==> src/rtl/trap_pkg.sv <==
// Package: shared constants for trap entry.
// Holds the operation-class coding and the machine-state bit positions
// (bit 0 = least significant) that neighbouring logic also decodes.
package trap_pkg;

    localparam int unsigned MSR_W = 64;

    typedef enum logic [3:0] {
        OPC_PLAIN     = 4'd0,
        OPC_HALT      = 4'd1,
        OPC_RD_MSR    = 4'd2,
        OPC_WR_MSR    = 4'd3,
        OPC_WR_MSR64  = 4'd4,
        OPC_INT_RET   = 4'd5,
        OPC_RD_SPR    = 4'd6,
        OPC_WR_SPR    = 4'd7
    } op_class_e;

    // Machine-state bit positions.
    localparam int unsigned MB_WIDE64    = 63;
    localparam int unsigned MB_TXN       = 32;
    localparam int unsigned MB_VECU      = 25;
    localparam int unsigned MB_VSXU      = 23;
    localparam int unsigned MB_EXT_EN    = 15;
    localparam int unsigned MB_PROBLEM   = 14;
    localparam int unsigned MB_FPU       = 13;
    localparam int unsigned MB_UNDEF     = 12;
    localparam int unsigned MB_FPX0      = 11;
    localparam int unsigned MB_STEP_TRC  = 10;
    localparam int unsigned MB_BR_TRC    = 9;
    localparam int unsigned MB_FPX1      = 8;
    localparam int unsigned MB_I_XLATE   = 5;
    localparam int unsigned MB_D_XLATE   = 4;
    localparam int unsigned MB_PERF_MARK = 2;
    localparam int unsigned MB_RECOVER   = 1;
    localparam int unsigned MB_LITTLE    = 0;

    // Cause bits ORed into the saved machine state.
    localparam int unsigned CAUSE_ILLEGAL = 19;
    localparam int unsigned CAUSE_PRIV    = 18;

    localparam logic [MSR_W-1:0] ONE = {{(MSR_W-1){1'b0}}, 1'b1};

    localparam logic [MSR_W-1:0] MSR_SET_MASK =
        (ONE << MB_WIDE64) | (ONE << MB_LITTLE);

    localparam logic [MSR_W-1:0] MSR_CLR_MASK =
        (ONE << MB_TXN)      | (ONE << MB_VECU)     | (ONE << MB_VSXU)    |
        (ONE << MB_EXT_EN)   | (ONE << MB_PROBLEM)  | (ONE << MB_FPU)     |
        (ONE << MB_UNDEF)    | (ONE << MB_FPX0)     | (ONE << MB_STEP_TRC)|
        (ONE << MB_BR_TRC)   | (ONE << MB_FPX1)     | (ONE << MB_I_XLATE) |
        (ONE << MB_D_XLATE)  | (ONE << MB_PERF_MARK)| (ONE << MB_RECOVER);

endpackage

==> src/rtl/trap_classify.sv <==
// Module: trap_classify
// Decides from the operation class and one selector bit of the raw
// instruction whether the operation is privileged, and flags the halt
// operation. Purely combinational; assumes a valid class coding.
module trap_classify
    import trap_pkg::*;
#(
    parameter int unsigned SPR_SEL_BIT = 20
) (
    input  logic [3:0] op_class,
    input  logic       spr_sel,
    output logic       is_priv,
    output logic       is_halt
);

    op_class_e opc;
    assign opc = op_class_e'(op_class);

    // Classify the operation by its class and the move-selector bit.
    always_comb begin
        is_priv = 1'b0;
        is_halt = 1'b0;
        case (opc)
            OPC_HALT: begin
                is_priv = 1'b1;
                is_halt = 1'b1;
            end
            OPC_RD_MSR, OPC_WR_MSR, OPC_WR_MSR64, OPC_INT_RET:
                is_priv = 1'b1;
            OPC_RD_SPR, OPC_WR_SPR:
                is_priv = spr_sel;
            default: begin
                is_priv = 1'b0;
                is_halt = 1'b0;
            end
        endcase
    end

    // halt is always a privileged class
    always_comb begin
        if (is_halt) begin
            assert (is_priv) else $error("a_r1_halt_priv");
        end
    end

endmodule

==> src/rtl/trap_msr_gen.sv <==
// Module: trap_msr_gen
// Builds the saved machine state (old value with a cause bit ORed in)
// and the new machine state (fixed set/clear pattern, other bits kept).
// Purely combinational; assumes the package masks do not overlap.
module trap_msr_gen
    import trap_pkg::*;
(
    input  logic [MSR_W-1:0] old_msr,
    input  logic             cause_priv,
    output logic [MSR_W-1:0] saved_msr,
    output logic [MSR_W-1:0] new_msr
);

    logic [MSR_W-1:0] cause_vec;

    // Select the single cause bit for this trap.
    always_comb begin
        cause_vec = cause_priv ? (ONE << CAUSE_PRIV) : (ONE << CAUSE_ILLEGAL);
    end

    // Saved copy: old state plus the cause.
    always_comb begin
        saved_msr = old_msr | cause_vec;
    end

    // Per-bit selection of the new state.
    for (genvar b = 0; b < MSR_W; b++) begin : g_bit
        if (MSR_SET_MASK[b]) begin : g_set
            assign new_msr[b] = 1'b1;
        end else if (MSR_CLR_MASK[b]) begin : g_clr
            assign new_msr[b] = 1'b0;
        end else begin : g_keep
            assign new_msr[b] = old_msr[b];
        end
    end

    // exactly one cause bit is added.
    always_comb begin
        assert ($countones(cause_vec) == 1) else $error("a_r6_one_cause");
    end

endmodule

==> src/rtl/trap_entry_unit.sv <==
// Module: trap_entry_unit
// Execute-stage trap entry: checks privilege against problem state, then
// halt, then the illegal flag. It registers the writeback permission, the
// trap strobes and data, the redirect pulse and the sticky halted flag.
// All results appear one cycle after issue. Assumes the MSR input is the
// live value at issue and that the save/MSR registers sit outside.
module trap_entry_unit
    import trap_pkg::*;
#(
    parameter int unsigned ADDR_W      = 64,
    parameter int unsigned INSN_W      = 32,
    parameter int unsigned SPR_SEL_BIT = 20,
    parameter logic [ADDR_W-1:0] VECTOR = 64'h700
) (
    input  logic              clk,
    input  logic              rst_n,
    input  logic              issue_valid,
    input  logic [3:0]        op_class,
    input  logic [INSN_W-1:0] insn_word,
    input  logic              illegal,
    input  logic [ADDR_W-1:0] cur_addr,
    input  logic [MSR_W-1:0]  msr_in,
    output logic              retire_ok,
    output logic              redirect_valid,
    output logic [ADDR_W-1:0] redirect_addr,
    output logic              save_we,
    output logic [ADDR_W-1:0] save_pc,
    output logic [MSR_W-1:0]  save_msr,
    output logic              msr_we,
    output logic [MSR_W-1:0]  msr_next,
    output logic              halted
);

    localparam logic [ADDR_W-1:0] ZERO_ADDR = '0;

    logic spr_sel;
    logic unused_insn_bits;
    logic is_priv, is_halt;
    logic accept, priv_trap, halt_go, ill_trap, take_trap;
    logic [MSR_W-1:0] saved_val, new_val;

    assign spr_sel          = insn_word[SPR_SEL_BIT];
    assign unused_insn_bits = ^{insn_word[INSN_W-1:SPR_SEL_BIT+1],
                                insn_word[SPR_SEL_BIT-1:0]};

    trap_classify #(.SPR_SEL_BIT(SPR_SEL_BIT)) u_classify (
        .op_class (op_class),
        .spr_sel  (spr_sel),
        .is_priv  (is_priv),
        .is_halt  (is_halt)
    );

    trap_msr_gen u_msr_gen (
        .old_msr    (msr_in),
        .cause_priv (priv_trap),
        .saved_msr  (saved_val),
        .new_msr    (new_val)
    );

    // Priority: privilege in problem state, then halt, then illegal.
    always_comb begin
        accept    = issue_valid & ~halted;
        priv_trap = accept & is_priv & msr_in[MB_PROBLEM];
        halt_go   = accept & ~priv_trap & is_halt;
        ill_trap  = accept & ~priv_trap & ~is_halt & illegal;
        take_trap = priv_trap | ill_trap;
    end

    // Control pulses and the sticky halted flag.
    always_ff @(posedge clk) begin
        if (!rst_n) begin
            retire_ok      <= 1'b0;
            redirect_valid <= 1'b0;
            save_we        <= 1'b0;
            msr_we         <= 1'b0;
            halted         <= 1'b0;
        end else begin
            retire_ok      <= accept & ~take_trap & ~halt_go;
            redirect_valid <= take_trap;
            save_we        <= take_trap;
            msr_we         <= take_trap;
            halted         <= halted | halt_go;
        end
    end

    // Trap data, loaded only when a trap is taken.
    always_ff @(posedge clk) begin
        if (!rst_n) begin
            redirect_addr <= '0;
            save_pc       <= '0;
            save_msr      <= '0;
            msr_next      <= '0;
        end else begin
            redirect_addr <= take_trap ? VECTOR : ZERO_ADDR;
            if (take_trap) begin
                save_pc  <= cur_addr;
                save_msr <= saved_val;
                msr_next <= new_val;
            end
        end
    end

    // redirect comes with vector and both strobes
    a_r12_redirect_bundle: assert property (@(posedge clk) disable iff (!rst_n)
        redirect_valid |-> (redirect_addr == VECTOR) && save_we && msr_we);

    // trapping instruction never retires
    a_r8_no_writeback_on_trap: assert property (@(posedge clk) disable iff (!rst_n)
        redirect_valid |-> !retire_ok);

    // saved address is the faulting instruction address
    a_r5_save_pc: assert property (@(posedge clk) disable iff (!rst_n)
        save_we |-> save_pc == $past(cur_addr));

    // saved state matches old state outside the cause bits
    a_r6_save_copy: assert property (@(posedge clk) disable iff (!rst_n)
        save_we |-> ((save_msr ^ $past(msr_in)) &
                     ~((ONE << CAUSE_PRIV) | (ONE << CAUSE_ILLEGAL))) == '0);

    // new state leaves problem state, forces 64-bit and little-endian
    a_r7_new_msr: assert property (@(posedge clk) disable iff (!rst_n)
        msr_we |-> !msr_next[MB_PROBLEM] && msr_next[MB_WIDE64] && msr_next[MB_LITTLE]);

    // halted is sticky
    a_r10_halt_sticky: assert property (@(posedge clk) disable iff (!rst_n)
        halted |=> halted);

    // nothing issues while halted
    a_r10_halt_blocks: assert property (@(posedge clk) disable iff (!rst_n)
        halted |=> !redirect_valid && !retire_ok && !save_we && !msr_we);

endmodule

==> config.mk <==
export PLATFORM = sky130hd
export DESIGN_NAME = trap_entry_unit
export DESIGN_NICKNAME = d
export VERILOG_FILES = /design/src/rtl/trap_pkg.sv /design/src/rtl/trap_classify.sv /design/src/rtl/trap_msr_gen.sv /design/src/rtl/trap_entry_unit.sv
export SDC_FILE = /design/constraint.sdc
export NUM_CORES = 1
export LEC_CHECK = 0
export ABC_AREA = 1
export BUFFER_PORTS_ARGS = -buffer_cell sky130_fd_sc_hd__buf_2
export CORE_MARGIN = 1.5
export CORE_UTILIZATION = 25
export CTS_CLUSTER_SIZE = 30
export DETAILED_ROUTE_END_ITERATION = 16
export PLACE_DENSITY = 0.44
export SETUP_SLACK_MARGIN = 0.1
export SKIP_LAST_GASP = 1
export SYNTH_ARGS = -nofsm -noshare
export SYNTH_HDL_FRONTEND = slang
export SYNTH_HIERARCHICAL = 1
export SYNTH_SLANG_ARGS = --single-unit
export TNS_END_PERCENT = 20
==> constraint.sdc <==
create_clock -name clk -period 1.7 [get_ports clk]
set_input_delay 0.34 -clock clk [delete_from_list [all_inputs] [get_ports clk]]
set_output_delay 0.34 -clock clk [all_outputs]
set_load 0.01 [all_outputs]
==> results of run 1 <==
==> power by group <==
part,leakage [nW],switching (mW),internal [mW]
sequential,1.61,0.175,4.94
clock,0.282,1.93,2.22
combinational,4.71,1.39,0.963
==> synth_stat cells (3+ instances only) <==
cell	instances	area share
buf_4	214	0.16
nand2_1	204	0.075
inv_1	201	0.073
nor2_1	196	0.072
dfxtp_1	195	0.38
a21oi_1	193	0.094
nand3_1	193	0.094
buf_2	56	0.027
buf_6	19	0.021
buf_1	6	0.0022
clkbuf_1	3	0.0011
conb_1	3	0.0011
==> routing by layer <==
layer  global-route usage  vias up  wire, um
met5                    0        -         0
met3              0.04260       22      1961
met4              0.04927        0       452
li1                     -     4686         -
met2               0.1959      181     12670
met1               0.1516     3938     12320
==> cell type report <==
| type | instances | area, um2 | area share |
|---|---|---|---|
| Inverter | 201 | 754.5 | 0.06264 |
| Clock inverter | 11 | 126.4 | 0.01049 |
| Multi-Input combinational cell | 869 | 3776 | 0.3135 |
| Clock buffer | 21 | 450.4 | 0.03739 |
| Timing Repair Buffer | 388 | 2366 | 0.1964 |
| Sequential cell | 195 | 3904 | 0.3241 |
| Antenna cell | 1 | 2.502 | 0.0002077 |
| Tap cell | 532 | 665.6 | 0.05526 |
==> critical path, stage by stage <==
cell and delay (ps):
buf_2 110, nor2_2 120, nand2_1 60, nor2_1 190, inv_1 90, nand2_1 170, nand2_8 80, buf_12 160
buf_4 200, a21oi_1 150, nor2_1 60
==> registers in the layout (all words and copies together), names as in the netlist <==
register	cells
retire_ok	1
save_msr	64
redirect_addr	1
msr_next	64
save_pc	64
halted	1
==> how the worst min path moves through the flow <==
stage,endpoint,slack (ps)
after detailed placement,save_msr[29]$_SDFFE_PN0P_,460
after global placement,save_msr[43]$_SDFFE_PN0P_,460
after global routing,save_pc[54]$_SDFFE_PN0P_,190
after CTS,save_msr[4]$_SDFFE_PN0P_,160
after floorplan,save_pc[36]$_SDFFE_PN0P_,520
final,save_pc[42]$_SDFFE_PN0P_,200
==> cells by family after synthesis <==
logic type      count (synthesis)  share of synthesized area
other cells                     3                   0.001096
simple gates                  597                     0.2430
compound gates                194                    0.09475
buf+inv                       499                     0.2812
flops                         195                     0.3800
==> summary.md, run 1 <==
| Metric | Value |
|---|---|
| Post-synth top flop | dfxtp_1 |
| HP Class | primary input to register |
| Initial antenna violation count | 1 |
| Async set or reset register ratio after synthesis | 0 |
| Grt ovf | 0 |
| Post-CTS Setup Repair Bufs | 0 |
| Worst-case clock skew | ~14 ps |
| # resized after CTS | 0 |
| Cell area after synthesis | roughly 10000 um2 |
| Io pins | around 430 |
| Wire per inst | ~12 um |
| Post-route clock period utilization | 0.8199 |
| Starting utilization of the core area | 0.2528 |
| Clock-pin transition on the worst setup and hold timing paths | 80 ps |
| Static leakage power | 6.607 nW |
| Area growth syn-to-layout | 17.25% |
| HPWL after detailed placement | between 15 and 20 mm |
| Global-route wire length before repair | roughly 41 mm |
| Final worst-path setup slack | between 300 and 400 ps |
| Share of the core filled with cells in the final layout | 0.2963 |
| Violation count after the first detailed-route iteration | 420 |
| Area of the die | between 40000 and 50000 um2 |
| Number of cells produced by synthesis | about 1500 |
| Count of cells along the worst register-to-register path | 6 |
| Average footprint of a synthesized cell | between 6 and 7 um2 |
| Crit path time final | approximately 1400 ps |
| Hold_buf cts | 0 |
| Data required, critical path | 2040 ps |
| Count of H-tree levels built during CTS | 4 |
| Share of post-route cells with drive strength above 1 | 0.2493 |
| Nets@finish | ~1800 |
| Detail-routed via count per cell | roughly 4 |
| Run status | finished, final reports clean |
| Die width | between 200 and 250 um |
| Critical register-to-register path startpoint | halted$_SDFF_PN0_ |
| Total Routed Length | between 20 and 30 mm |
| Maxcap violations | 0 |
| Vias in the first global route | 7519 |
| RSZ-0062 raised after global routing | false |
| Setup violators final | 0 |
| Final instance count without filler cells | about 2200 |
| # port buffers | approximately 340 |
| Achievable Freq | 717.4 MHz |
| Leading cell types in the layout, fill and taps excluded | 335 x buf_2, 204 x nand2_1, 201 x inv_1 |
| Filler cell count in the final layout | about 4600 |
| Count of flip-flops with a built-in enable after synthesis | 0 |
| Total Routing Usage GR | 0.1233 |
| Max VDD drop | between 600 and 700 uV |
| Source of the critical timing path | op_class[3] |
| Worst-skew pair later-pin latency | 450 ps |
| Sink Count | approximately 200 |
| Clk root buf | clkbuf_16 |
| Final standard cell area without fillers | about 12000 um2 |
| CP max FO | 18 |
| Maximum count of clock buffers along a single path | 2 |
| TritonCTS clock tree | yes |
| GP Congestion | about 0.74 |
| Endpoints failing hold | 0 |
| Pin count of the biggest net entering global routing | 53 |
| Vertical extent of the die | between 200 and 250 um |
| Dpl cells | around 2200 |
| Placement Cell Area | roughly 11000 um2 |
| Worst Min Path Start | cur_addr[42] |
| Worst hold path cell count | 5 |
| Arrival @ worst endpoint | about 1700 ps |
| R2R setup slack | between 300 and 400 ps |
| Clock buffers created by TritonCTS | 17 |
| Vias after detailed routing | just under 9000 |
| DRC violation count after routing | 0 |
| Capture point of the worst reg-to-reg path | msr_next[62]$_SDFFE_PN0P_ |
| End point of the critical path | save_pc[38]$_SDFFE_PN0P_ |
| Post-synthesis register bit count | approximately 200 |
| Most common cell after layout, fill and taps aside | buf_2 |
| CP Capture Type | register |
| Cell variety after synth | 17 |
| Antenna-violating nets left | 0 |
| Sequential fraction of the synthesis area | 0.3800 |
| Critical Path Start Type | primary input |
| Max-slew violation count | 0 |
| Total number of placement rows | 74 |
| Final hold slack | 196.6 ps |
| Pre-Repair DR Iteration Count | 4 |
| Total power density per cell area | about 960 nW/um2 |
| Overall power | around 12 mW |
| Worst Setup Path Type | primary input to register |
| Setup TNS Final | 0 ps |
| Core region area | a little over 40000 um2 |
| Worst setup slack before clock tree synthesis | -133.4 ps |
| Number of synthesis warnings | 6 |
(Power assumes the default switching activity.)
==> run 2, diff against run 1 <==
==> constraint.sdc (replaced) <==
create_clock -name clk -period 1.42 [get_ports clk]
set_input_delay 0.284 -clock clk [delete_from_list [all_inputs] [get_ports clk]]
set_output_delay 0.284 -clock clk [all_outputs]
set_load 0.01 [all_outputs]
==> run 2 against run 1 <==
Total power is 27% higher. Worst setup slack worse by 250 ps. Highest routed layer unchanged. Combinational power rose by 30%. Critical path type is now register to register.
==> summary.md, run 2 (synthesis results as in run 1) <==
| Metric | Value |
|---|---|
| Run status | finished, final reports clean |
| Vias in the first global route | 7738 (+2.9%) |
| Pre-Repair DR Iteration Count | 4 (unchanged) |
| Regs by FF count | msr_next: 64 flops, save_msr: 64 flops, save_pc: 64 flops |
| Final instance count without filler cells | 2244 (+1.2%) |
| Critical Path Start Type | register |
| Die width | 205.7 um (unchanged) |
| Arrival @ worst endpoint | 1740 ps (about the same) |
| Vias after detailed routing | 9037 (+2.4%) |
| Area growth syn-to-layout | 24.30% |
| Initial antenna violation count | 0 (-1) |
| HP Class | primary input to register |
| RSZ-0062 raised after global routing | true |
| Final hold slack | 61.75 ps (-134.9 ps) |
| Achievable Freq | 733.3 MHz |
| Max-slew violation count | 0 (unchanged) |
| # port buffers | 336 (unchanged) |
| DRC violation count after routing | 0 (unchanged) |
| Total number of placement rows | 74 (unchanged) |
| Area taken by multi-input logic gates | 3826 um2 (+1.3%) |
| Global-route wire length before repair | 41.33 mm (+0.86%) |
| Static leakage power | 6.940 nW (+5.0%) |
| Register area | 3909 um2 (+0.13%) |
| Wire per inst | 13.25 um (+7.2%) |
| Clk root buf | clkbuf_16 |
| Crit path time final | approximately 1400 ps |
| Total Routing Usage GR | 0.1259 (+0.002667) |
| Worst-case clock skew | 6.620 ps (-7.337 ps) |
| Violation count after the first detailed-route iteration | 354 (-16%) |
| Worst Setup Path Type | register to register |
| Detail-routed via count per cell | 4.027 (+1.2%) |
| Data required, critical path | 1790 ps (-250 ps) |
| Pin count of the biggest net entering global routing | 73 (+38%) |
| Post-route clock period utilization | 0.9604 |
| Setup violators final | 0 (unchanged) |
| GP Congestion | 0.7520 (+1.3%) |
| Clock-pin transition on the worst setup and hold timing paths | 70 ps (about the same) |
| Nets@finish | 1869 (+1.6%) |
| Core region area | 40650 um2 (unchanged) |
| Hold_buf cts | 0 (unchanged) |
| Maxcap violations | 0 (unchanged) |
| Worst-skew pair later-pin latency | 480 ps (+30 ps) |
| Starting utilization of the core area | 0.2528 (unchanged) |
| Area of the die | 42320 um2 (unchanged) |
| Ant diodes | 0 (-1) |
| Count of H-tree levels built during CTS | 4 (unchanged) |
| Max VDD drop | 862.9 uV (+37%) |
| Leading cell types in the layout, fill and taps excluded | 330 x buf_2, 202 x nand2_1, 201 x inv_1 |
| Vertical extent of the die | 205.7 um (unchanged) |
| Filler cell count in the final layout | 4511 (-2.0%) |
| Endpoints failing hold | 0 (unchanged) |
| Most common cell after layout, fill and taps aside | buf_2 |
| TritonCTS clock tree | yes |
| CP max FO | 14 (-4) |
| Maximum count of clock buffers along a single path | 2 (unchanged) |
| Total Routed Length | 29.73 mm (+8.5%) |
| Sink Count | 195 (unchanged) |
| Share of the core filled with cells in the final layout | 0.3142 (+0.01782) |
| Dpl cells | 2193 (+0.37%) |
| Antenna-violating nets left | 0 (unchanged) |
| Clock buffers created by TritonCTS | 17 (unchanged) |
| Share of post-route cells with drive strength above 1 | 0.2699 (+0.02060) |
| CP Capture Type | register |
| Io pins | 429 (unchanged) |
| Total power density per cell area | 1151 nW/um2 (+19%) |
| HPWL after detailed placement | 19.28 mm (-0.84%) |
| Grt ovf | 0 (unchanged) |
==> run 2: routing by layer <==
layer | routed length [um] | vias to the layer above | GRT usage
met2 | 14570 | 199 | 0.2051
li1 | - | 4765 | -
met1 | 12830 | 4050 | 0.1500
met4 | 400 | 0 | 0.04015
met5 | 0 | - | 0
met3 | 1935 | 23 | 0.05116
==> run 2: metrics by stage <==
| stage | power, mW | setup WS (ps) | area [um2] | setup TNS, ps |
|---|---|---|---|---|
| after floorplan | 8.399 | 74.39 | 10590 | 0 |
| after global placement | 9.058 | -302.5 | 11480 | -43410 |
| after detailed placement | 9.088 | -339.1 | 11480 | -55440 |
| after CTS | 14.75 | 25.73 | 12170 | 0 |
| after global routing | 15.54 | -33.77 | 12770 | -905.9 |
| final | 14.70 | 56.26 | 12770 | 0 |
==> run 2: path summary, 6_finish.rpt <==
kind / start / endpoint / slack (ps) / cells past startpoint
setup / recovery: halted$_SDFF_PN0_ / msr_next[57]$_SDFFE_PN0P_ / 60 / 8
hold reg to reg: save_pc[11]$_SDFFE_PN0P_ / save_pc[11]$_SDFFE_PN0P_ / 470 / 2
hold / removal: rst_n / save_pc[46]$_SDFFE_PN0P_ / 60 / 3
setup reg to reg: halted$_SDFF_PN0_ / msr_next[57]$_SDFFE_PN0P_ / 60 / 8
==> run 2: layout make-up <==
type,instances,area share
Sequential cell,195,0.3061
Clock buffer,19,0.03469
Clock inverter,11,0.01558
Timing Repair Buffer,417,0.2328
Multi-Input combinational cell,869,0.2996
Inverter,201,0.05908
Tap cell,532,0.05213
==> run 2: critical path: stages (launching register included) <==
cell and delay [ps]:
dfxtp_2 330, buf_6 110, nor2_4 90, buf_12 160
buf_16 170, clkbuf_16 190, nand3_1 80, nand2_1 70
nor2_1 40
==> run 2: report_power, final <==
group / total [mW] / internal [mW] / switching (mW)
clock: 5.51 / 3.17 / 2.34
combinational: 3.05 / 1.31 / 1.74
sequential: 6.14 / 5.91 / 0.231
==> run 2: what timing repair did <==
action / 4_1_cts / 5_1_grt
hold endpoints to repair: 0 / 0
endpoints found under the setup margin: 25 / 236
resized for setup: 10 / 31
pin swaps: 0 / 5
gates cloned: 0 / 16
buffers inserted: 1 / 4
